===== src/rtl/smm_steer_pkg.sv =====
package smm_steer_pkg;

   // register select codes on the configuration port
   typedef enum logic [1:0] {
      CFG_BASE = 2'd0,
      CFG_SIZE = 2'd1,
      CFG_CTRL = 2'd2,
      CFG_NONE = 2'd3
   } cfg_sel_e;

   // control register bit positions
   localparam int CTRL_OVL_BIT  = 0;
   localparam int CTRL_LOCK_BIT = 1;

   // strobe choice for one bus cycle
   typedef enum logic {
      STB_MAIN = 1'b0,
      STB_MGMT = 1'b1
   } strobe_e;

endpackage


===== src/rtl/smm_cfg_regs.sv =====
module smm_cfg_regs
   import smm_steer_pkg::*;
#(
   parameter int ADDR_W   = 32,
   parameter int SZ_W     = 5,
   parameter int MAX_CODE = 20
) (
   input  logic              clk,
   input  logic              rst_n,
   input  logic              we,
   input  logic [1:0]        sel,
   input  logic [ADDR_W-1:0] wdata,
   output logic [ADDR_W-1:0] base_o,
   output logic [SZ_W-1:0]   size_code_o,
   output logic              ovl_o,
   output logic              lock_o
);

   initial begin
      if (SZ_W < 1 || MAX_CODE >= (1 << SZ_W))
         $error("smm_cfg_regs: SZ_W too narrow for MAX_CODE");
      if (ADDR_W < SZ_W || ADDR_W < 2)
         $error("smm_cfg_regs: ADDR_W too small");
   end

   logic              wr_ok;
   logic [SZ_W-1:0]   code_in;
   logic [SZ_W-1:0]   code_clamped;

   assign wr_ok   = we && !lock_o;
   assign code_in = wdata[SZ_W-1:0];

   always_comb begin
      if (code_in > SZ_W'(MAX_CODE))
         code_clamped = SZ_W'(MAX_CODE);
      else
         code_clamped = code_in;
   end

   always_ff @(posedge clk or negedge rst_n) begin
      if (!rst_n) begin
         base_o      <= '0;
         size_code_o <= '0;
         ovl_o       <= 1'b0;
         lock_o      <= 1'b0;
      end else if (wr_ok) begin
         unique case (cfg_sel_e'(sel))
            CFG_BASE: base_o      <= wdata;
            CFG_SIZE: size_code_o <= code_clamped;
            CFG_CTRL: begin
               ovl_o  <= wdata[CTRL_OVL_BIT];
               lock_o <= wdata[CTRL_LOCK_BIT];
            end
            default: ;
         endcase
      end
   end

   // once set, the lock only falls with reset
   assert_lock_sticky_R9: assert property (@(posedge clk) disable iff (!rst_n)
      $past(lock_o) |-> lock_o)
      else $error("lock bit cleared without reset");

   // a locked configuration never changes
   assert_locked_frozen_R9: assert property (@(posedge clk) disable iff (!rst_n)
      $past(lock_o) |-> ($stable(base_o) && $stable(size_code_o) && $stable(ovl_o)))
      else $error("locked configuration changed");

   // the stored size code never exceeds the largest region
   assert_code_range_R6: assert property (@(posedge clk) disable iff (!rst_n)
      size_code_o <= SZ_W'(MAX_CODE))
      else $error("size code out of range");

endmodule


===== src/rtl/smm_region_match.sv =====
module smm_region_match #(
   parameter int ADDR_W    = 32,
   parameter int MIN_LOG2  = 12,
   parameter int NUM_SIZES = 21,
   parameter int SZ_W      = 5
) (
   input  logic [ADDR_W-1:0] addr,
   input  logic [ADDR_W-1:0] base,
   input  logic [SZ_W-1:0]   size_code,
   output logic              hit
);

   initial begin
      if (MIN_LOG2 + NUM_SIZES - 1 > ADDR_W)
         $error("smm_region_match: largest region exceeds address space");
      if (ADDR_W > 62)
         $error("smm_region_match: ADDR_W above 62 not supported");
   end

   // one upper-bits mask per size code
   logic [ADDR_W-1:0] mask_tbl [NUM_SIZES];

   for (genvar g = 0; g < NUM_SIZES; g++) begin : g_mask
      localparam logic [63:0] LOWBITS = (64'd1 << (MIN_LOG2 + g)) - 64'd1;
      assign mask_tbl[g] = ~LOWBITS[ADDR_W-1:0];
   end

   logic [ADDR_W-1:0] mask;

   always_comb begin
      mask = mask_tbl[NUM_SIZES-1];
      for (int i = 0; i < NUM_SIZES; i++) begin
         if (size_code == SZ_W'(i))
            mask = mask_tbl[i];
      end
   end

   assign hit = ((addr ^ base) & mask) == '0;

endmodule


===== src/rtl/smm_strobe_gen.sv =====
module smm_strobe_gen
   import smm_steer_pkg::*;
(
   input  logic clk,
   input  logic rst_n,
   input  logic cycle_start,
   input  logic in_smm,
   input  logic is_fetch,
   input  logic hit,
   input  logic ovl,
   output logic ads_n,
   output logic smads_n
);

   strobe_e choice;

   always_comb begin
      choice = STB_MAIN;
      if (in_smm && hit && (is_fetch || !ovl))
         choice = STB_MGMT;
   end

   always_ff @(posedge clk or negedge rst_n) begin
      if (!rst_n) begin
         ads_n   <= 1'b1;
         smads_n <= 1'b1;
      end else begin
         ads_n   <= !(cycle_start && choice == STB_MAIN);
         smads_n <= !(cycle_start && choice == STB_MGMT);
      end
   end

   // exactly one strobe after a cycle start
   assert_one_strobe_R2: assert property (@(posedge clk) disable iff (!rst_n)
      $past(cycle_start) |-> $countones({~ads_n, ~smads_n}) == 1)
      else $error("not exactly one strobe");

   // idle clocks leave both strobes high
   assert_idle_high_R2: assert property (@(posedge clk) disable iff (!rst_n)
      !$past(cycle_start) |-> (ads_n && smads_n))
      else $error("strobe without cycle start");

   // outside management mode only the main strobe
   assert_normal_mode_R3: assert property (@(posedge clk) disable iff (!rst_n)
      $past(cycle_start && !in_smm) |-> !ads_n)
      else $error("management strobe outside management mode");

   // region miss goes to main memory
   assert_miss_main_R5: assert property (@(posedge clk) disable iff (!rst_n)
      $past(cycle_start && !hit) |-> !ads_n)
      else $error("miss did not use main strobe");

   // fetch hits always go to management memory
   assert_fetch_hit_R8: assert property (@(posedge clk) disable iff (!rst_n)
      $past(cycle_start && in_smm && is_fetch && hit) |-> !smads_n)
      else $error("fetch hit left management memory");

endmodule


===== src/rtl/smm_strobe_steer.sv =====
module smm_strobe_steer
   import smm_steer_pkg::*;
#(
   parameter int ADDR_W   = 32,
   parameter int MIN_LOG2 = 12
) (
   input  logic              clk,
   input  logic              rst_n,
   input  logic              cycle_start,
   input  logic [ADDR_W-1:0] addr,
   input  logic              is_fetch,
   input  logic              in_smm,
   input  logic              cfg_we,
   input  logic [1:0]        cfg_sel,
   input  logic [ADDR_W-1:0] cfg_wdata,
   output logic              ads_n,
   output logic              smads_n
);

   localparam int NUM_SIZES = ADDR_W - MIN_LOG2 + 1;
   localparam int MAX_CODE  = NUM_SIZES - 1;
   localparam int SZ_W      = (NUM_SIZES > 1) ? $clog2(NUM_SIZES) : 1;

   initial begin
      if (MIN_LOG2 < 1 || MIN_LOG2 >= ADDR_W)
         $error("smm_strobe_steer: MIN_LOG2 must lie in 1..ADDR_W-1");
   end

   logic [ADDR_W-1:0] base;
   logic [SZ_W-1:0]   size_code;
   logic              ovl;
   logic              lock;
   logic              hit;

   smm_cfg_regs #(
      .ADDR_W  (ADDR_W),
      .SZ_W    (SZ_W),
      .MAX_CODE(MAX_CODE)
   ) u_cfg (
      .clk        (clk),
      .rst_n      (rst_n),
      .we         (cfg_we),
      .sel        (cfg_sel),
      .wdata      (cfg_wdata),
      .base_o     (base),
      .size_code_o(size_code),
      .ovl_o      (ovl),
      .lock_o     (lock)
   );

   smm_region_match #(
      .ADDR_W   (ADDR_W),
      .MIN_LOG2 (MIN_LOG2),
      .NUM_SIZES(NUM_SIZES),
      .SZ_W     (SZ_W)
   ) u_match (
      .addr     (addr),
      .base     (base),
      .size_code(size_code),
      .hit      (hit)
   );

   smm_strobe_gen u_gen (
      .clk        (clk),
      .rst_n      (rst_n),
      .cycle_start(cycle_start),
      .in_smm     (in_smm),
      .is_fetch   (is_fetch),
      .hit        (hit),
      .ovl        (ovl),
      .ads_n      (ads_n),
      .smads_n    (smads_n)
   );

   // lock is consumed only by the register block; keep it observable here
   assert_never_both_low_R2: assert property (@(posedge clk) disable iff (!rst_n)
      !(!ads_n && !smads_n))
      else $error("both strobes low (lock=%0b)", lock);

endmodule


===== config.mk =====
export PLATFORM = sky130hd
export DESIGN_NAME = smm_strobe_steer
export DESIGN_NICKNAME = d
export VERILOG_FILES = /design/src/rtl/smm_steer_pkg.sv /design/src/rtl/smm_cfg_regs.sv /design/src/rtl/smm_region_match.sv /design/src/rtl/smm_strobe_gen.sv /design/src/rtl/smm_strobe_steer.sv
export SDC_FILE = /design/constraint.sdc
export NUM_CORES = 1
export LEC_CHECK = 0
export BUFFER_PORTS_ARGS = -buffer_cell sky130_fd_sc_hd__buf_2
export CELL_PAD_IN_SITES_DETAIL_PLACEMENT = 1
export CELL_PAD_IN_SITES_GLOBAL_PLACEMENT = 2
export CORE_MARGIN = 8
export CORE_UTILIZATION = 29
export DETAILED_ROUTE_END_ITERATION = 7
export PLACE_DENSITY_LB_ADDON = 0.1
export SETUP_SLACK_MARGIN = 0.1
export SLEW_MARGIN = 0
export SYNTH_ARGS = -nofsm -noshare
export SYNTH_HDL_FRONTEND = slang
export SYNTH_SLANG_ARGS = --single-unit

===== constraint.sdc =====
create_clock -name clk -period 4.42 [get_ports clk]
set_input_delay 0 -clock clk [delete_from_list [all_inputs] [get_ports clk]]
set_output_delay 0 -clock clk [all_outputs]
set_load 0.01 [all_outputs]

# --- Word level (Yosys, flattened, before mapping) ---
# Cells that the tools add are included.
# W data, S select, Z words.
totals:
  register_bits: 41
  inputBits: 72
  output_inout_bits: 2
  wordCells: 71
classes:
  magnitude_cmp: 1
  n_eq_ne: 22
  mux: 23
  bitwise: 3
  n_reduce_logical: 16
op_table:
  columns: ["operator", "n"]
  rows:
  - ["$mux W32", 21]
  - ["$eq A5 B4 Y1 const B", 8]
  - ["$and A32 B32 Y32", 1]
  - ["$logic_not A32 Y1", 1]
  - ["$xor A32 B32 Y32", 1]
  - ["$eq A5 B5 Y1 const B", 5]
  - ["$eq A5 B3 Y1 const B", 4]
  - ["$eq A5 B2 Y1 const B", 2]
  - ["$reduce_and A2 Y1", 3]
  - ["$eq A5 B1 Y1 const B", 1]
  - ["$gt A5 B5 Y1 const B", 1]
  - ["$logic_and A1 B1 Y1", 5]
  - ["$logic_not A5 Y1", 1]
  - ["$mux W5", 1]
  - ["$logic_not A1 Y1", 4]
  - ["$eq A2 B1 Y1 const B", 1]
  - ["$eq A2 B2 Y1 const B", 1]
  - ["$logic_not A2 Y1", 1]
  - ["$logic_or A1 B1 Y1", 1]
  - ["$mux W1", 1]
  - ["$not A1 Y1", 1]

# --- Depth between registers and ports, before layout ---
# Gate-level depths: netlist of run 1.
logic_depth:
  word_depth: 30
  depth_mapped: 6
  depth_no_buf: 5

# --- Modules after synthesis ---
# A second synthesis of run 1 with hierarchy kept.
unflattened:
  hier_cells: 158
  hier_area_um2: 2011.9
by_module_without_submodules:
  columns: ["module", "instances", "cells_per_inst", "area_each_um2", "seq_area_each_um2"]
  rows:
  - ["smm_cfg_regs", 1, 92, 1512.7, 975.9]
  - ["smm_region_match", 1, 60, 415.4, 0.0]
  - ["smm_strobe_gen", 1, 6, 83.8, 52.6]

# --- Worst setup path after synthesis of run 1 ---
# OpenSTA, ideal clock, no wires.
synth_timing:
  path_kind: "reg2reg"
  from: "register u_cfg.base_o[12]"
  to: "register u_gen.smads_n"
  setup_time_ps: 88
  arrival_ps: 1517
  t_required_ps: 4332
  slack_ps: 2815
  stages_incl_launch_ff: 6
  path_buffers: 0
  period_less_slack_ps: 1605
  cell_sequence: "dfrtp_1 > xor2_1 > a221o_1 > a211oi_2 > a31oi_1 > or3b_1"
synth_via:
  elab_chain_cells: 8
synth_rtl:
  columns: ["item", "line", "rtl"]
  rows:
  - ["from (decl)", "smm_cfg_regs.sv:13", "output logic [ADDR_W-1:0] base_o,"]
  - ["from (signal assigned)", "smm_cfg_regs.sv:48", "CFG_BASE: base_o <= wdata;"]
  - ["$xor A32 B32 Y32", "smm_region_match.sv:38", "assign hit = ((addr ^ base) & mask) == '0;"]
  - ["$and A32 B32 Y32", "smm_region_match.sv:38", null]
  - ["$logic_not A32 Y1", "smm_region_match.sv:38", null]
  - ["$logic_and A1 B1 Y1 (2 in a row)", "smm_strobe_gen.sv:19", "if (in_smm && hit && (is_fetch || !ovl))"]
  - ["$mux W1", "smm_strobe_gen.sv:19", null]
  - ["$logic_and A1 B1 Y1", "smm_strobe_gen.sv:29", "smads_n <= !(cycle_start && choice == STB_MGMT);"]
  - ["$logic_not A1 Y1", "smm_strobe_gen.sv:29", null]
  - ["to (signal assigned)", "smm_strobe_gen.sv:29", null]
  - ["to (decl)", "smm_strobe_gen.sv:12", "output logic smads_n"]
# No other way between the ends.
# A chain may end at the register's enable or synchronous reset.

# --- Worst setup path in the final report of run 1 ---
layout_timing:
  from: "register u_cfg.size_code_o[2]"
  to: "register u_gen.smads_n"
layout_via:
  elab_chain_cells: 29
  word_cells_on_any_way: 49
  classes_between: "eq/ne (20); mux (22); bitwise (1); reduce/logical (6)"
layout_rtl:
  columns: ["item", "line", "rtl"]
  rows:
  - ["from (decl)", "smm_cfg_regs.sv:14", "output logic [SZ_W-1:0] size_code_o,"]
  - ["from (signal assigned)", "smm_cfg_regs.sv:49", "CFG_SIZE: size_code_o <= code_clamped;"]
  - ["$logic_not A5 Y1", "smm_region_match.sv:33", "if (size_code == SZ_W'(i))"]
  - ["$mux W32 (20 in a row)", "smm_region_match.sv:33", null]
  - ["$mux W32 *", "smm_region_match.sv:33", null]
  - ["$and A32 B32 Y32 *", "smm_region_match.sv:38", null]
  - ["$logic_not A32 Y1 *", "smm_region_match.sv:38", null]
  - ["$logic_and A1 B1 Y1 * (2 in a row)", "smm_strobe_gen.sv:19", null]
  - ["$mux W1 *", "smm_strobe_gen.sv:19", null]
  - ["$logic_and A1 B1 Y1 *", "smm_strobe_gen.sv:29", null]
  - ["$logic_not A1 Y1 *", "smm_strobe_gen.sv:29", null]
# Every way passes the cells marked *; elsewhere a longest branch is shown, timed or not.

==> flow_summary.html, run 1 <==
<table>
<tr><th>Metric</th><th>Value</th></tr>
<tr><th colspan="2">Detailed routing</th></tr>
<tr><td>Number of violations reported at the end of detailed-routing iteration 0</td><td>26</td></tr>
<tr><td>Per-cell via count in the routed design</td><td>4.514</td></tr>
<tr><td>Detailed-route DRC error count</td><td>0</td></tr>
<tr><td>Number of vias after detailed routing</td><td>1291</td></tr>
<tr><td>Routed WL per cell</td><td>14.59 µm</td></tr>
<tr><td>Detailed-routing iteration count for the pre-antenna-repair pass</td><td>2</td></tr>
<tr><td>Final routed wirelength across all metal layers</td><td>4172 µm</td></tr>
<tr><td>Antenna-violating nets left</td><td>0</td></tr>
<tr><th colspan="2">STA</th></tr>
<tr><td>Maximum clock rate</td><td>539.0 MHz</td></tr>
<tr><td>Unrepaired setup endpoints after global routing</td><td>no</td></tr>
<tr><td>Sum Neg Setup Slack</td><td>0 ps</td></tr>
<tr><td>Fraction of the cycle the final worst path needs</td><td>41.97%</td></tr>
<tr><td>Worst slew pin tran</td><td>662.4 ps</td></tr>
<tr><td>Minimum period implied by the final worst setup slack</td><td>1855 ps</td></tr>
<tr><td>Fin. max-slew vios</td><td>0</td></tr>
<tr><td>Final hold vios</td><td>0</td></tr>
<tr><td>Tightest slew margin relative to the limit</td><td>55.84%</td></tr>
<tr><td>Post-Route Skew</td><td>5.213 ps</td></tr>
<tr><td>Setup violation total in the final timing report</td><td>0</td></tr>
<tr><th colspan="2">Die</th></tr>
<tr><td>Number of placed I/O pins</td><td>74</td></tr>
<tr><td>Height of the chip</td><td>88.49 µm</td></tr>
<tr><td>Core outline area</td><td>5075 µm²</td></tr>
<tr><td>Row Count</td><td>26</td></tr>
<tr><td>Effective utilization at floorplan</td><td>30.03%</td></tr>
<tr><td>Die width</td><td>88.49 µm</td></tr>
<tr><td>Area of the die</td><td>7830 µm²</td></tr>
<tr><th colspan="2">Global route</th></tr>
<tr><td>Number of antenna violations at the first check in global routing</td><td>0</td></tr>
<tr><td>Met1 track demand over resource in global routing</td><td>12.25%</td></tr>
<tr><td>Met3 Track Usage GR</td><td>3.157%</td></tr>
<tr><td>Via count of the first global-routing pass</td><td>1535</td></tr>
<tr><td>GRT Residual Overflow</td><td>0</td></tr>
<tr><td>Maximum number of pins on one net before global-route repair</td><td>30</td></tr>
<tr><td>Tot GR Track Use</td><td>11.69%</td></tr>
<tr><td>First-pass GRT wire length</td><td>7072 µm</td></tr>
<tr><td>GR Util met2</td><td>21.72%</td></tr>
<tr><td>Top Usage Layer GRT</td><td>met2</td></tr>
<tr><th colspan="2">Synthesis</th></tr>
<tr><td>Most used flip-flop cell after synthesis</td><td>sky130_fd_sc_hd__dfrtp_1</td></tr>
<tr><td>Number of warnings reported in the yosys synthesis log</td><td>0</td></tr>
<tr><td>Mapped Area</td><td>1524 µm²</td></tr>
<tr><td>Share of the yosys chip area belonging to registers</td><td>47.78%</td></tr>
<tr><td>Average footprint of a synthesized cell</td><td>11.37 µm²</td></tr>
<tr><td>Count of mapped cells out of synthesis</td><td>134</td></tr>
<tr><td>Fraction of registers with async set or reset after synthesis</td><td>100.0%</td></tr>
<tr><td>Mapped Nets</td><td>206</td></tr>
<tr><td>Number of distinct library cells after synthesis</td><td>35</td></tr>
<tr><td>Synthesis-stage register bit count</td><td>29</td></tr>
<tr><td>Number of enable-type register cells in the synthesized netlist</td><td>0</td></tr>
<tr><th colspan="2">Final layout</th></tr>
<tr><td>Count of filler cells inserted in the layout</td><td>598</td></tr>
<tr><td>Diodes inserted</td><td>0</td></tr>
<tr><td>Area of the multi-input gates</td><td>744.5 µm²</td></tr>
<tr><td>Area Overhead vs Synth</td><td>43.60%</td></tr>
<tr><td>Footprint of the flip-flops and latches</td><td>728.2 µm²</td></tr>
<tr><td>Final instance count without filler cells</td><td>286</td></tr>
<tr><td>Final #Nets</td><td>287</td></tr>
<tr><td>Share of layout cells above drive strength 1</td><td>42.13%</td></tr>
<tr><th colspan="2">Critical path</th></tr>
<tr><td>Crit path max-delay family</td><td>simple AND/OR/NAND/NOR gates</td></tr>
<tr><td>Crit-path max cell delay</td><td>500 ps</td></tr>
<tr><td>Critical Path Sink Type</td><td>flip-flop</td></tr>
<tr><td>Cell type of the slowest stage on the worst timing path</td><td>sky130_fd_sc_hd__dfrtp_1</td></tr>
<tr><td>Worst path cell trace</td><td>nor4bb_1 -&gt; o21ai_0 -&gt; a211oi_2 -&gt; a31oi_1 -&gt; or3b_1</td></tr>
<tr><td>Critical Path Fanout Max</td><td>11</td></tr>
<tr><td>Startpoint-to-endpoint class of the critical path</td><td>flip-flop to flip-flop</td></tr>
<tr><td>Critical Path Start Type</td><td>flip-flop</td></tr>
<tr><td>Crit path arrival time</td><td>2050 ps</td></tr>
<tr><td>CP bufs+invs</td><td>0</td></tr>
<tr><td>Worst path required time</td><td>4610 ps</td></tr>
<tr><th colspan="2">Clock tree</th></tr>
<tr><td>Clock transition at the registers of the reported paths</td><td>60 ps</td></tr>
<tr><td>Cell at the root of the clock tree</td><td>sky130_fd_sc_hd__clkbuf_8</td></tr>
<tr><td>Number of sinks driven by the clock tree</td><td>29</td></tr>
<tr><td>Number of cells upsized or downsized after cts</td><td>0</td></tr>
<tr><td>Clock tree from TritonCTS</td><td>built</td></tr>
<tr><td>Later-pin clock latency in the skew report</td><td>270 ps</td></tr>
<tr><td>Total number of H-tree levels</td><td>2</td></tr>
<tr><td>Maximum clock insertion buffer count</td><td>2</td></tr>
<tr><td>Number of buffers added by the clock tree synthesis step</td><td>5</td></tr>
<tr><td>Setup repair bufs after CTS</td><td>0</td></tr>
<tr><th colspan="2">Place</th></tr>
<tr><td>RD Place Congestion</td><td>0.7174</td></tr>
<tr><td>Placed Cells</td><td>252</td></tr>
<tr><td>Placed wire-length estimate</td><td>3160 µm</td></tr>
<tr><td>Total of buffers placed on input and output ports</td><td>54</td></tr>
<tr><th colspan="2">Pwr</th></tr>
<tr><td>Cell leakage power</td><td>0.0009680 µW</td></tr>
<tr><td>Power density relative to cell area</td><td>423.6 nW/µm²</td></tr>
<tr><td>Int Pwr</td><td>629.7 µW</td></tr>
<tr><td>Proportion of total power due to net switching</td><td>32.07%</td></tr>
<tr><td>Portion of total power attributed to the clock network</td><td>22.3%</td></tr>
<tr><td>Power share of the combinational group</td><td>30.0%</td></tr>
<tr><td>Largest voltage drop on the vdd net</td><td>196.2 µV</td></tr>
<tr><td>P_sw</td><td>297.3 µW</td></tr>
<tr><td>Sequential group share of total power</td><td>47.7%</td></tr>
<tr><th colspan="2">Min path</th></tr>
<tr><td>Worst Hold Class</td><td>primary input to flip-flop</td></tr>
<tr><th colspan="2">Outcome</th></tr>
<tr><td>Status</td><td>completed</td></tr>
<tr><th colspan="2">Flow run</th></tr>
<tr><td>Count of max-cap constraint violations</td><td>0</td></tr>
</table>
## layout make-up
| cell class | count | area share, % |
|---|---|---|
| clock buffers | 6 | 3.316 |
| inverters | 2 | 0.3431 |
| multi-input cells | 96 | 34.02 |
| well taps | 70 | 4.002 |
| repair buffers | 81 | 24.59 |
| flip-flops and latches | 29 | 33.28 |
| clock inverters | 2 | 0.4574 |
## worst register-to-register path, cell delays in order (launching register included)
cell and delay, ps:
sky130_fd_sc_hd__dfrtp_1 500, sky130_fd_sc_hd__nor4bb_1 330, sky130_fd_sc_hd__o21ai_0 200, sky130_fd_sc_hd__a211oi_2 240, sky130_fd_sc_hd__a31oi_1 120, sky130_fd_sc_hd__or3b_1 380
## state kept, by name, summed over array words and instances (netlist names)
| register | count |
|---|---|
| u_cfg.size_code_o | 5 |
| u_gen.smads_n | 1 |
| u_cfg.lock_o | 1 |
| u_cfg.base_o | 20 |
| u_cfg.ovl_o | 1 |
| u_gen.ads_n | 1 |
## worst paths after layout
| path | start | to | slack [ps] | cells past startpoint |
|---|---|---|---|---|
| hold reg to reg | u_cfg.lock_o$_DFFE_PN0P_ | u_cfg.lock_o$_DFFE_PN0P_ | 470 | 1 |
| hold / removal | cfg_wdata[2] | u_cfg.size_code_o[2]$_DFFE_PN0P_ | 20 | 3 |
| setup / recovery | u_cfg.size_code_o[2]$_DFFE_PN0P_ | u_gen.smads_n$_DFF_PN1_ | 2560 | 5 |
| min in group asynchronous | rst_n | u_cfg.base_o[22]$_DFFE_PN0P_ | 290 | 2 |
| max in group asynchronous | rst_n | u_cfg.base_o[13]$_DFFE_PN0P_ | 3700 | 2 |
| setup reg to reg | u_cfg.size_code_o[2]$_DFFE_PN0P_ | u_gen.smads_n$_DFF_PN1_ | 2560 | 5 |
## Yosys cell counts (2+ instances only)
cell | number | area share, %
sky130_fd_sc_hd__nand2b_1 | 2 | 0.82
sky130_fd_sc_hd__xnor2_1 | 11 | 6.3
sky130_fd_sc_hd__nand3_1 | 2 | 0.66
sky130_fd_sc_hd__mux2_2 | 21 | 16
sky130_fd_sc_hd__o211ai_1 | 3 | 1.5
sky130_fd_sc_hd__o21ai_0 | 14 | 4.6
sky130_fd_sc_hd__xor2_1 | 9 | 5.2
sky130_fd_sc_hd__inv_1 | 2 | 0.49
sky130_fd_sc_hd__buf_6 | 2 | 1.5
sky130_fd_sc_hd__nand2_1 | 10 | 2.5
sky130_fd_sc_hd__a21oi_1 | 2 | 0.66
sky130_fd_sc_hd__buf_2 | 3 | 0.98
sky130_fd_sc_hd__nor2_1 | 3 | 0.74
sky130_fd_sc_hd__a31oi_1 | 2 | 0.82
sky130_fd_sc_hd__dfstp_2 | 2 | 3.4
sky130_fd_sc_hd__dfrtp_1 | 27 | 44
## layout by cell type (no fill, tap or decap), drive strengths merged, types with 3 or more instances in the layout
cell type    netlist  layout
clkbuf             1       6
buf                6      55
nand2             11      11
o21ai             14      14
dfrtp             27      27
nor2               3       3
xnor2             11      11
dlygate4sd3        0      26
mux2              21      21
xor2               9       9
o211ai             3       3
## power by group through the flow
stage / clock network (µW) / logic [µW] / registers, µW
detailed placement: 0 / 267 / 448
global route: 227 / 320 / 458
global placement: 0 / 259 / 439
floorplan: 0 / 229 / 405
finish: 206 / 278 / 442
CTS: 217 / 286 / 444
## metrics by stage
step                util (%)  instance area (µm²)  power, µW  hold WS (ps)  setup WS, ps
floorplan                  -                 1524      633.9        -295.6          2815
global placement       36.37                 1846      697.9         60.29          2631
detailed placement     36.37                 1846      714.9         74.55          2576
CTS                    43.12                 2188      946.9         12.37          2554
global route           43.12                 2188       1006         30.58          2431
finish                 43.12                 2188      927.0         19.66          2565
## layer usage
layer | vias up | routed length [µm]
met1 | 624 | 1659
met5 | - | 0
met2 | 28 | 2286
li1 | 635 | -
met4 | 0 | 28
met3 | 4 | 197
## kinds of logic after synthesis
kind of cell	after synthesis	synth area share, %
AO/OA/AOI/OAI	28	12.15
XOR/XNOR	20	11.49
buffers and inverters	9	3.694
flip-flops	29	47.78
multiplexers	21	15.52
AND/OR/NAND/NOR	27	9.361
## repair_timing
| item | CTS | global route |
|---|---|---|
| hold buffers | 26 | 0 |
| endpoints found under the hold margin | 54 | 0 |
| endpoints found under the setup margin | 0 | 0 |
No activity file was read; power rests on OpenSTA's default activity.
==> inputs of run 2 (changes only) <==
- ABC_AREA: unset -> 1
- CORE_UTILIZATION: 29 -> 26
- clock period: 4.42 -> 1.8 ns (I/O delays scaled with it)
==> flow_summary.html, run 2 <==
<table>
<tr><th>Metric</th><th>Value</th></tr>
<tr><th colspan="2">Detailed routing</th></tr>
<tr><td>Amount of wire on met3 after detailed routing</td><td>307 µm</td></tr>
<tr><td>Number of violations reported at the end of detailed-routing iteration 0</td><td>25</td></tr>
<tr><td>Antenna-violating nets left</td><td>0</td></tr>
<tr><td>Per-cell via count in the routed design</td><td>4.327</td></tr>
<tr><td>Number of vias after detailed routing</td><td>1454</td></tr>
<tr><td>Sum of routed wire segments on met1</td><td>1867 µm</td></tr>
<tr><td>DR WL met2</td><td>2359 µm</td></tr>
<tr><td>Final routed wirelength across all metal layers</td><td>4595 µm</td></tr>
<tr><td>Detailed-route DRC error count</td><td>0</td></tr>
<tr><td>Uppermost layer routed</td><td>met4</td></tr>
<tr><td>Routed WL per cell</td><td>13.68 µm</td></tr>
<tr><td>Detailed-routing iteration count for the pre-antenna-repair pass</td><td>4</td></tr>
<tr><th colspan="2">Synthesis</th></tr>
<tr><td>Largest area contributor in the synthesized netlist</td><td>sky130_fd_sc_hd__dfrtp_1</td></tr>
<tr><td>Number of warnings reported in the yosys synthesis log</td><td>0</td></tr>
<tr><td>Mapped Area</td><td>1599 µm²</td></tr>
<tr><td>Top post-synthesis cells by count</td><td>34 x sky130_fd_sc_hd__nand2_1, 27 x sky130_fd_sc_hd__dfrtp_1, 20 x sky130_fd_sc_hd__mux2_2</td></tr>
<tr><td>Mapped Nets</td><td>248</td></tr>
<tr><td>Cell with the most instances after synthesis</td><td>sky130_fd_sc_hd__nand2_1</td></tr>
<tr><td>Area share of the largest cell type after synthesis</td><td>42.25%</td></tr>
<tr><td>Fraction of registers with async set or reset after synthesis</td><td>100.0%</td></tr>
<tr><td>Top cells by area, synth</td><td>sky130_fd_sc_hd__dfrtp_1 42%, sky130_fd_sc_hd__mux2_2 14%, sky130_fd_sc_hd__nand2_1 8.0%</td></tr>
<tr><td>Share of the yosys chip area belonging to registers</td><td>45.54%</td></tr>
<tr><td>Count of mapped cells out of synthesis</td><td>176</td></tr>
<tr><td>Number of distinct library cells after synthesis</td><td>24</td></tr>
<tr><td>Average footprint of a synthesized cell</td><td>9.085 µm²</td></tr>
<tr><td>Number of enable-type register cells in the synthesized netlist</td><td>0</td></tr>
<tr><td>Most used flip-flop cell after synthesis</td><td>sky130_fd_sc_hd__dfrtp_1</td></tr>
<tr><td>Synthesis-stage register bit count</td><td>29</td></tr>
<tr><th colspan="2">Final layout</th></tr>
<tr><td>Diodes inserted</td><td>0</td></tr>
<tr><td>Number of flip-flops under the largest register name</td><td>20</td></tr>
<tr><td>Registers with the most flip-flops</td><td>u_cfg.base_o x20, u_cfg.size_code_o x5</td></tr>
<tr><td>Share of layout cells above drive strength 1</td><td>35.63%</td></tr>
<tr><td>Most used cells in the layout excluding fill and tap cells</td><td>54 x sky130_fd_sc_hd__buf_2, 34 x sky130_fd_sc_hd__nand2_1, 27 x sky130_fd_sc_hd__dfrtp_1, 26 x sky130_fd_sc_hd__dlygate4sd3_1, 20 x sky130_fd_sc_hd__mux2_2</td></tr>
<tr><td>Register with the most flip-flops</td><td>u_cfg.base_o</td></tr>
<tr><td>Area Overhead vs Synth</td><td>43.58%</td></tr>
<tr><td>Count of filler cells inserted in the layout</td><td>703</td></tr>
<tr><td>Leading cell type in the layout, fill and taps excluded</td><td>sky130_fd_sc_hd__buf_2</td></tr>
<tr><td>Final #Nets</td><td>333</td></tr>
<tr><th colspan="2">Place</th></tr>
<tr><td>Worst slack, placed</td><td>382.2 ps</td></tr>
<tr><td>Placed wire-length estimate</td><td>3607 µm</td></tr>
<tr><td>RD Place Congestion</td><td>0.7327</td></tr>
<tr><td>Total of buffers placed on input and output ports</td><td>54</td></tr>
<tr><th colspan="2">Global route</th></tr>
<tr><td>Number of antenna violations at the first check in global routing</td><td>0</td></tr>
<tr><td>First-pass GRT wire length</td><td>8086 µm</td></tr>
<tr><td>Via count of the first global-routing pass</td><td>1768</td></tr>
<tr><td>Tot GR Track Use</td><td>11.54%</td></tr>
<tr><td>Maximum number of pins on one net before global-route repair</td><td>30</td></tr>
<tr><td>GRT Residual Overflow</td><td>0</td></tr>
<tr><th colspan="2">Die</th></tr>
<tr><td>Die width</td><td>94.42 µm</td></tr>
<tr><td>Number of placed I/O pins</td><td>74</td></tr>
<tr><td>Height of the chip</td><td>94.42 µm</td></tr>
<tr><td>Core outline area</td><td>5921 µm²</td></tr>
<tr><td>Effective utilization at floorplan</td><td>27.01%</td></tr>
<tr><td>Row Count</td><td>28</td></tr>
<tr><td>Area of the die</td><td>8915 µm²</td></tr>
<tr><th colspan="2">Critical path</th></tr>
<tr><td>Crit-path max cell delay</td><td>500 ps</td></tr>
<tr><td>Worst path cell trace</td><td>nor2_1 -&gt; nand3_1 -&gt; nand2_1 -&gt; nand2_1 -&gt; nand2_1 -&gt; nand3_1 -&gt; nor2_2 -&gt; nand3_1 -&gt; nand2_1</td></tr>
<tr><td>Capturing element of the worst setup path</td><td>u_gen.ads_n$_DFF_PN1_</td></tr>
<tr><td>Reg-to-reg critical path endpoint</td><td>u_gen.ads_n$_DFF_PN1_</td></tr>
<tr><td>Worst path required time</td><td>2020 ps</td></tr>
<tr><td>Critical path origin</td><td>u_cfg.size_code_o[4]$_DFFE_PN0P_</td></tr>
<tr><td>Most common cell on crit path</td><td>sky130_fd_sc_hd__nand2_1</td></tr>
<tr><td>Worst flop-to-flop path startpoint</td><td>u_cfg.size_code_o[4]$_DFFE_PN0P_</td></tr>
<tr><td>Cell type of the slowest stage on the worst timing path</td><td>sky130_fd_sc_hd__dfrtp_1</td></tr>
<tr><td>Critical Path Start Type</td><td>flip-flop</td></tr>
<tr><td>Count of cells along the worst register-to-register path</td><td>9</td></tr>
<tr><td>Critical Path Sink Type</td><td>flip-flop</td></tr>
<tr><td>Startpoint-to-endpoint class of the critical path</td><td>flip-flop to flip-flop</td></tr>
<tr><td>Crit path arrival time</td><td>1680 ps</td></tr>
<tr><td>Critical Path Fanout Max</td><td>10</td></tr>
<tr><td>R2R Setup Slk</td><td>340 ps</td></tr>
<tr><th colspan="2">Clock tree</th></tr>
<tr><td>Maximum clock insertion buffer count</td><td>2</td></tr>
<tr><td>Number of buffers added by the clock tree synthesis step</td><td>5</td></tr>
<tr><td>Setup repair bufs after CTS</td><td>0</td></tr>
<tr><td>Number of sinks driven by the clock tree</td><td>29</td></tr>
<tr><td>Clock transition at the registers of the reported paths</td><td>60 ps</td></tr>
<tr><td>Number of cells upsized or downsized after cts</td><td>0</td></tr>
<tr><td>Later-pin clock latency in the skew report</td><td>280 ps</td></tr>
<tr><td>Total number of H-tree levels</td><td>2</td></tr>
<tr><td>Cell at the root of the clock tree</td><td>sky130_fd_sc_hd__clkbuf_8</td></tr>
<tr><td>Count of hold buffers inserted by post-cts repair</td><td>26</td></tr>
<tr><td>Clock tree from TritonCTS</td><td>built</td></tr>
<tr><th colspan="2">STA</th></tr>
<tr><td>Unrepaired setup endpoints after global routing</td><td>no</td></tr>
<tr><td>Final hold vios</td><td>0</td></tr>
<tr><td>Worst hold margin</td><td>17.96 ps</td></tr>
<tr><td>Setup violation total in the final timing report</td><td>0</td></tr>
<tr><td>Worst slew pin tran</td><td>702.6 ps</td></tr>
<tr><td>Tightest slew margin relative to the limit</td><td>53.16%</td></tr>
<tr><td>Fin. max-slew vios</td><td>0</td></tr>
<tr><td>Worst Setup Slack, final</td><td>344.7 ps</td></tr>
<tr><td>Minimum period implied by the final worst setup slack</td><td>1455 ps</td></tr>
<tr><td>Maximum clock rate</td><td>687.2 MHz</td></tr>
<tr><td>Post-Route Skew</td><td>2.152 ps</td></tr>
<tr><td>Fraction of the cycle the final worst path needs</td><td>80.85%</td></tr>
<tr><td>Sum Neg Setup Slack</td><td>0 ps</td></tr>
<tr><th colspan="2">Flow run</th></tr>
<tr><td>Count of max-cap constraint violations</td><td>0</td></tr>
<tr><th colspan="2">Pwr</th></tr>
<tr><td>Power density relative to cell area</td><td>587.9 nW/µm²</td></tr>
<tr><td>Cell leakage power</td><td>0.001209 µW</td></tr>
<tr><td>Largest voltage drop on the vdd net</td><td>268.6 µV</td></tr>
<tr><th colspan="2">Min path</th></tr>
<tr><td>Worst Hold Class</td><td>primary input to flip-flop</td></tr>
<tr><th colspan="2">Outcome</th></tr>
<tr><td>Status</td><td>completed</td></tr>
</table>
==> run 2: where the power goes <==
| group | leakage, µW | switching, µW | total (µW) | internal (µW) |
|---|---|---|---|---|
| registers | 0.000362 | 0.436 | 657 | 656 |
| clock network | 0.0000443 | 229 | 532 | 302 |
| logic | 0.000803 | 63.7 | 162 | 97.9 |
==> run 2: logic make-up after synthesis <==
group | after synthesis | synth area share, %
xor gates and xnor gates | 17 | 9.312
AOI/OAI and AO/OA | 17 | 5.869
buffers and inverters | 22 | 5.790
and+or+nand+nor | 71 | 19.41
muxes | 20 | 14.08
DFF | 29 | 45.54
==> run 2: per-stage QoR <==
stage / util, % / total power (µW) / cells / area (µm²)
after floorplan: - / 703.2 / 176 / 1599
after global placement: 32.92 / 784.2 / 303 / 1949
after detailed placement: 32.92 / 789.6 / 303 / 1949
after CTS: 38.78 / 1393 / 336 / 2296
after global routing: 38.78 / 1432 / 336 / 2296
final: 38.78 / 1350 / 336 / 2296
==> run 2: critical path: cells and delay by family, from the launching register on <==
kind | cells | cell delay (ps)
flops | 1 | 500
simple gates | 9 | 890
==> run 2: worst min path at each step <==
stage / from / to / slack (ps) / cells past startpoint
2_1_floorplan: rst_n / u_cfg.base_o[12]$_DFFE_PN0P_ / -300 / 0
3_3_place_gp: rst_n / u_cfg.base_o[24]$_DFFE_PN0P_ / 70 / 1
3_5_place_dp: rst_n / u_cfg.base_o[24]$_DFFE_PN0P_ / 90 / 1
4_1_cts: cfg_wdata[2] / u_cfg.size_code_o[2]$_DFFE_PN0P_ / 2 / 3
5_1_grt: cfg_wdata[2] / u_cfg.size_code_o[2]$_DFFE_PN0P_ / 30 / 3
6_report: cfg_wdata[2] / u_cfg.size_code_o[2]$_DFFE_PN0P_ / 20 / 3
==> run 2: layer usage <==
metal  GRT usage, %  vias up
li1               -      736
met1          12.48      677
met2          20.45       36
met3          4.206        5
met4          3.567        0
met5              0        -
==> run 2: cell type report <==
type                       instances  area, µm²  share of cell area [%]
inverter                          19      71.32                   3.106
tap                               75      93.84                   4.087
timing repair buffer              81      538.0                   23.43
multi-input combinational        125      778.2                   33.90
sequential                        29      728.2                   31.72
clock buffer                       7      86.33                   3.760
==> inputs of run 3 (changes only) <==
- ABC_AREA: 1 -> 0
- CORE_UTILIZATION: 26 -> 24
- clock period: 1.8 -> 1.2 ns (I/O delays scaled with it)
==> flow_summary.html, run 3 (synthesized netlist as in run 1, its figures left out) <==
<table>
<tr><th>Metric</th><th>Value</th></tr>
<tr><th colspan="2">Outcome</th></tr>
<tr><td>Status</td><td>finished with violations</td></tr>
<tr><td>Violations in the final reports</td><td>negative setup slack</td></tr>
<tr><th colspan="2">Global route</th></tr>
<tr><td>Maximum number of pins on one net before global-route repair</td><td>30</td></tr>
<tr><td>Via count of the first global-routing pass</td><td>1671</td></tr>
<tr><td>Number of antenna violations at the first check in global routing</td><td>0</td></tr>
<tr><td>Tot GR Track Use</td><td>11.54%</td></tr>
<tr><td>First-pass GRT wire length</td><td>8024 µm</td></tr>
<tr><td>GRT Residual Overflow</td><td>0</td></tr>
<tr><th colspan="2">Die</th></tr>
<tr><td>Area of the die</td><td>9156 µm²</td></tr>
<tr><td>Height of the chip</td><td>95.69 µm</td></tr>
<tr><td>Die width</td><td>95.69 µm</td></tr>
<tr><td>Core outline area</td><td>6241 µm²</td></tr>
<tr><td>Number of placed I/O pins</td><td>74</td></tr>
<tr><td>Row Count</td><td>29</td></tr>
<tr><td>Effective utilization at floorplan</td><td>24.42%</td></tr>
<tr><th colspan="2">STA</th></tr>
<tr><td>Maximum clock rate</td><td>599.4 MHz</td></tr>
<tr><td>Minimum period implied by the final worst setup slack</td><td>1668 ps</td></tr>
<tr><td>Sum Neg Setup Slack</td><td>-3955 ps</td></tr>
<tr><td>Fraction of the cycle the final worst path needs</td><td>139.0%</td></tr>
<tr><td>Fin. max-slew vios</td><td>0</td></tr>
<tr><td>Final hold vios</td><td>0</td></tr>
<tr><td>Setup violation total in the final timing report</td><td>27</td></tr>
<tr><td>Post-Route Skew</td><td>2.385 ps</td></tr>
<tr><td>Worst slew pin tran</td><td>350.9 ps</td></tr>
<tr><td>Tightest slew margin relative to the limit</td><td>76.36%</td></tr>
<tr><td>Worst Setup Slack, final</td><td>-468.3 ps</td></tr>
<tr><td>Unrepaired setup endpoints after global routing</td><td>yes</td></tr>
<tr><th colspan="2">Critical path</th></tr>
<tr><td>Worst path required time</td><td>1410 ps</td></tr>
<tr><td>Startpoint-to-endpoint class of the critical path</td><td>flip-flop to flip-flop</td></tr>
<tr><td>Critical Path Fanout Max</td><td>5</td></tr>
<tr><td>Crit path max-delay family</td><td>compound AO/OA/AOI/OAI gates</td></tr>
<tr><td>Crit path arrival time</td><td>1870 ps</td></tr>
<tr><td>Crit-path max cell delay</td><td>430 ps</td></tr>
<tr><td>CP bufs+invs</td><td>1</td></tr>
<tr><td>Critical Path Start Type</td><td>flip-flop</td></tr>
<tr><td>Cell type of the slowest stage on the worst timing path</td><td>sky130_fd_sc_hd__dfrtp_1</td></tr>
<tr><td>Worst path cell trace</td><td>buf_6 -&gt; nor2_4 -&gt; a41oi_2 -&gt; a211oi_2 -&gt; a31oi_2 -&gt; or3b_1</td></tr>
<tr><td>Critical Path Sink Type</td><td>flip-flop</td></tr>
<tr><th colspan="2">Flow run</th></tr>
<tr><td>Count of max-cap constraint violations</td><td>0</td></tr>
<tr><th colspan="2">Final layout</th></tr>
<tr><td>Registers with the most flip-flops</td><td>u_cfg.base_o x20, u_cfg.size_code_o x5</td></tr>
<tr><td>Register with the most flip-flops</td><td>u_cfg.base_o</td></tr>
<tr><td>Final core area utilization</td><td>43.28%</td></tr>
<tr><td>Final instance count without filler cells</td><td>325</td></tr>
<tr><td>Most used cells in the layout excluding fill and tap cells</td><td>55 x sky130_fd_sc_hd__buf_2, 26 x sky130_fd_sc_hd__dlygate4sd3_1, 24 x sky130_fd_sc_hd__buf_4, 24 x sky130_fd_sc_hd__dfrtp_1, 20 x sky130_fd_sc_hd__mux2_4</td></tr>
<tr><td>Area Overhead vs Synth</td><td>77.26%</td></tr>
<tr><td>Diodes inserted</td><td>0</td></tr>
<tr><td>Number of flip-flops under the largest register name</td><td>20</td></tr>
<tr><td>Final #Nets</td><td>319</td></tr>
<tr><td>Count of filler cells inserted in the layout</td><td>686</td></tr>
<tr><td>Total non-filler cell area in the finished layout</td><td>2701 µm²</td></tr>
<tr><td>Share of layout cells above drive strength 1</td><td>58.87%</td></tr>
<tr><td>Leading cell type in the layout, fill and taps excluded</td><td>sky130_fd_sc_hd__buf_2</td></tr>
<tr><th colspan="2">Detailed routing</th></tr>
<tr><td>Number of vias after detailed routing</td><td>1427</td></tr>
<tr><td>Final routed wirelength across all metal layers</td><td>5016 µm</td></tr>
<tr><td>Routed WL per cell</td><td>15.43 µm</td></tr>
<tr><td>Detailed-route DRC error count</td><td>0</td></tr>
<tr><td>Antenna-violating nets left</td><td>0</td></tr>
<tr><td>Per-cell via count in the routed design</td><td>4.391</td></tr>
<tr><td>Number of violations reported at the end of detailed-routing iteration 0</td><td>71</td></tr>
<tr><td>Detailed-routing iteration count for the pre-antenna-repair pass</td><td>3</td></tr>
<tr><th colspan="2">Pwr</th></tr>
<tr><td>Largest voltage drop on the vdd net</td><td>584.3 µV</td></tr>
<tr><td>Power density relative to cell area</td><td>1664 nW/µm²</td></tr>
<tr><td>Cell leakage power</td><td>0.001238 µW</td></tr>
<tr><th colspan="2">Place</th></tr>
<tr><td>Placed wire-length estimate</td><td>3798 µm</td></tr>
<tr><td>Placed Cells</td><td>284</td></tr>
<tr><td>Total of buffers placed on input and output ports</td><td>54</td></tr>
<tr><td>RD Place Congestion</td><td>0.7878</td></tr>
<tr><td>Worst slack, placed</td><td>-495.2 ps</td></tr>
<tr><td>Dpl cell area</td><td>2145 µm²</td></tr>
<tr><th colspan="2">Clock tree</th></tr>
<tr><td>Number of sinks driven by the clock tree</td><td>29</td></tr>
<tr><td>Total number of H-tree levels</td><td>2</td></tr>
<tr><td>Later-pin clock latency in the skew report</td><td>280 ps</td></tr>
<tr><td>Cell at the root of the clock tree</td><td>sky130_fd_sc_hd__clkbuf_8</td></tr>
<tr><td>Number of buffers added by the clock tree synthesis step</td><td>5</td></tr>
<tr><td>Maximum clock insertion buffer count</td><td>2</td></tr>
<tr><td>Clock transition at the registers of the reported paths</td><td>60 ps</td></tr>
<tr><td>Clock tree from TritonCTS</td><td>built</td></tr>
<tr><th colspan="2">Min path</th></tr>
<tr><td>Worst Hold Class</td><td>primary input to flip-flop</td></tr>
</table>
## run 3: through the flow
| step | total power, µW | hold WS, ps |
|---|---|---|
| CTS | 4320 | 23.67 |
| global placement | 3141 | -32.24 |
| finish | 4495 | 33.99 |
| detailed placement | 3211 | -32.19 |
| floorplan | 2511 | -295.6 |
| global route | 4804 | 39.92 |
## run 3: worst register-to-register path, delay by kind of cell, from the launching register on
family	cells	cell delay [ps]
buffers and inverters	1	160
flip-flops	1	430
AND/OR/NAND/NOR	2	460
AO/OA/AOI/OAI	3	560
## run 3: area by class of cell
class	instances	area, µm²	share of cell area (%)
clock buffer	7	96.34	3.566
clock inverter	1	5.005	0.1853
inverter	2	7.507	0.2779
multi-input combinational	96	945.9	35.02
sequential	29	732.0	27.10
tap	77	96.34	3.566
timing repair buffer	113	818.3	30.29
## run 3: final timing paths
path | from | to | slack (ps) | cells after the start
setup reg to reg | u_cfg.size_code_o[3]$_DFFE_PN0P_ | u_gen.smads_n$_DFF_PN1_ | -470 | 6
max in group asynchronous | rst_n | u_gen.ads_n$_DFF_PN1_ | 750 | 3
min in group asynchronous | rst_n | u_cfg.base_o[29]$_DFFE_PN0P_ | 210 | 3
hold / removal | cfg_we | u_cfg.lock_o$_DFFE_PN0P_ | 30 | 2
setup / recovery | u_cfg.size_code_o[3]$_DFFE_PN0P_ | u_gen.smads_n$_DFF_PN1_ | -470 | 6
hold reg to reg | u_cfg.lock_o$_DFFE_PN0P_ | u_cfg.lock_o$_DFFE_PN0P_ | 470 | 1
## run 3: routing by layer
metal  track usage (%)  vias up  share of wire (%)
met5                 0        -                  0
met4             5.378        0                1.7
met3             2.913        7                5.9
met2             19.37       37                 51
met1             13.47      684                 42
li1                  -      699                  -
## run 3: repair_timing
item                                   CTS  global route
setup endpoints to repair               27            27
setup buffers                            1             5
cloned                                   0             1
pin swaps                               11             2
endpoints found under the hold margin   57             0
hold buffers                            26             0
gates resized for setup                 16            22
## run 3: where the power goes
group / internal, µW / leakage (µW) / total [µW] / switching [µW]
Sequential: 1320 / 0.000343 / 1610 / 288
Clock: 518 / 0.0000542 / 898 / 380
Combinational: 1250 / 0.000841 / 1990 / 746
Total: 3080 / 0.00124 / 4490 / 1410
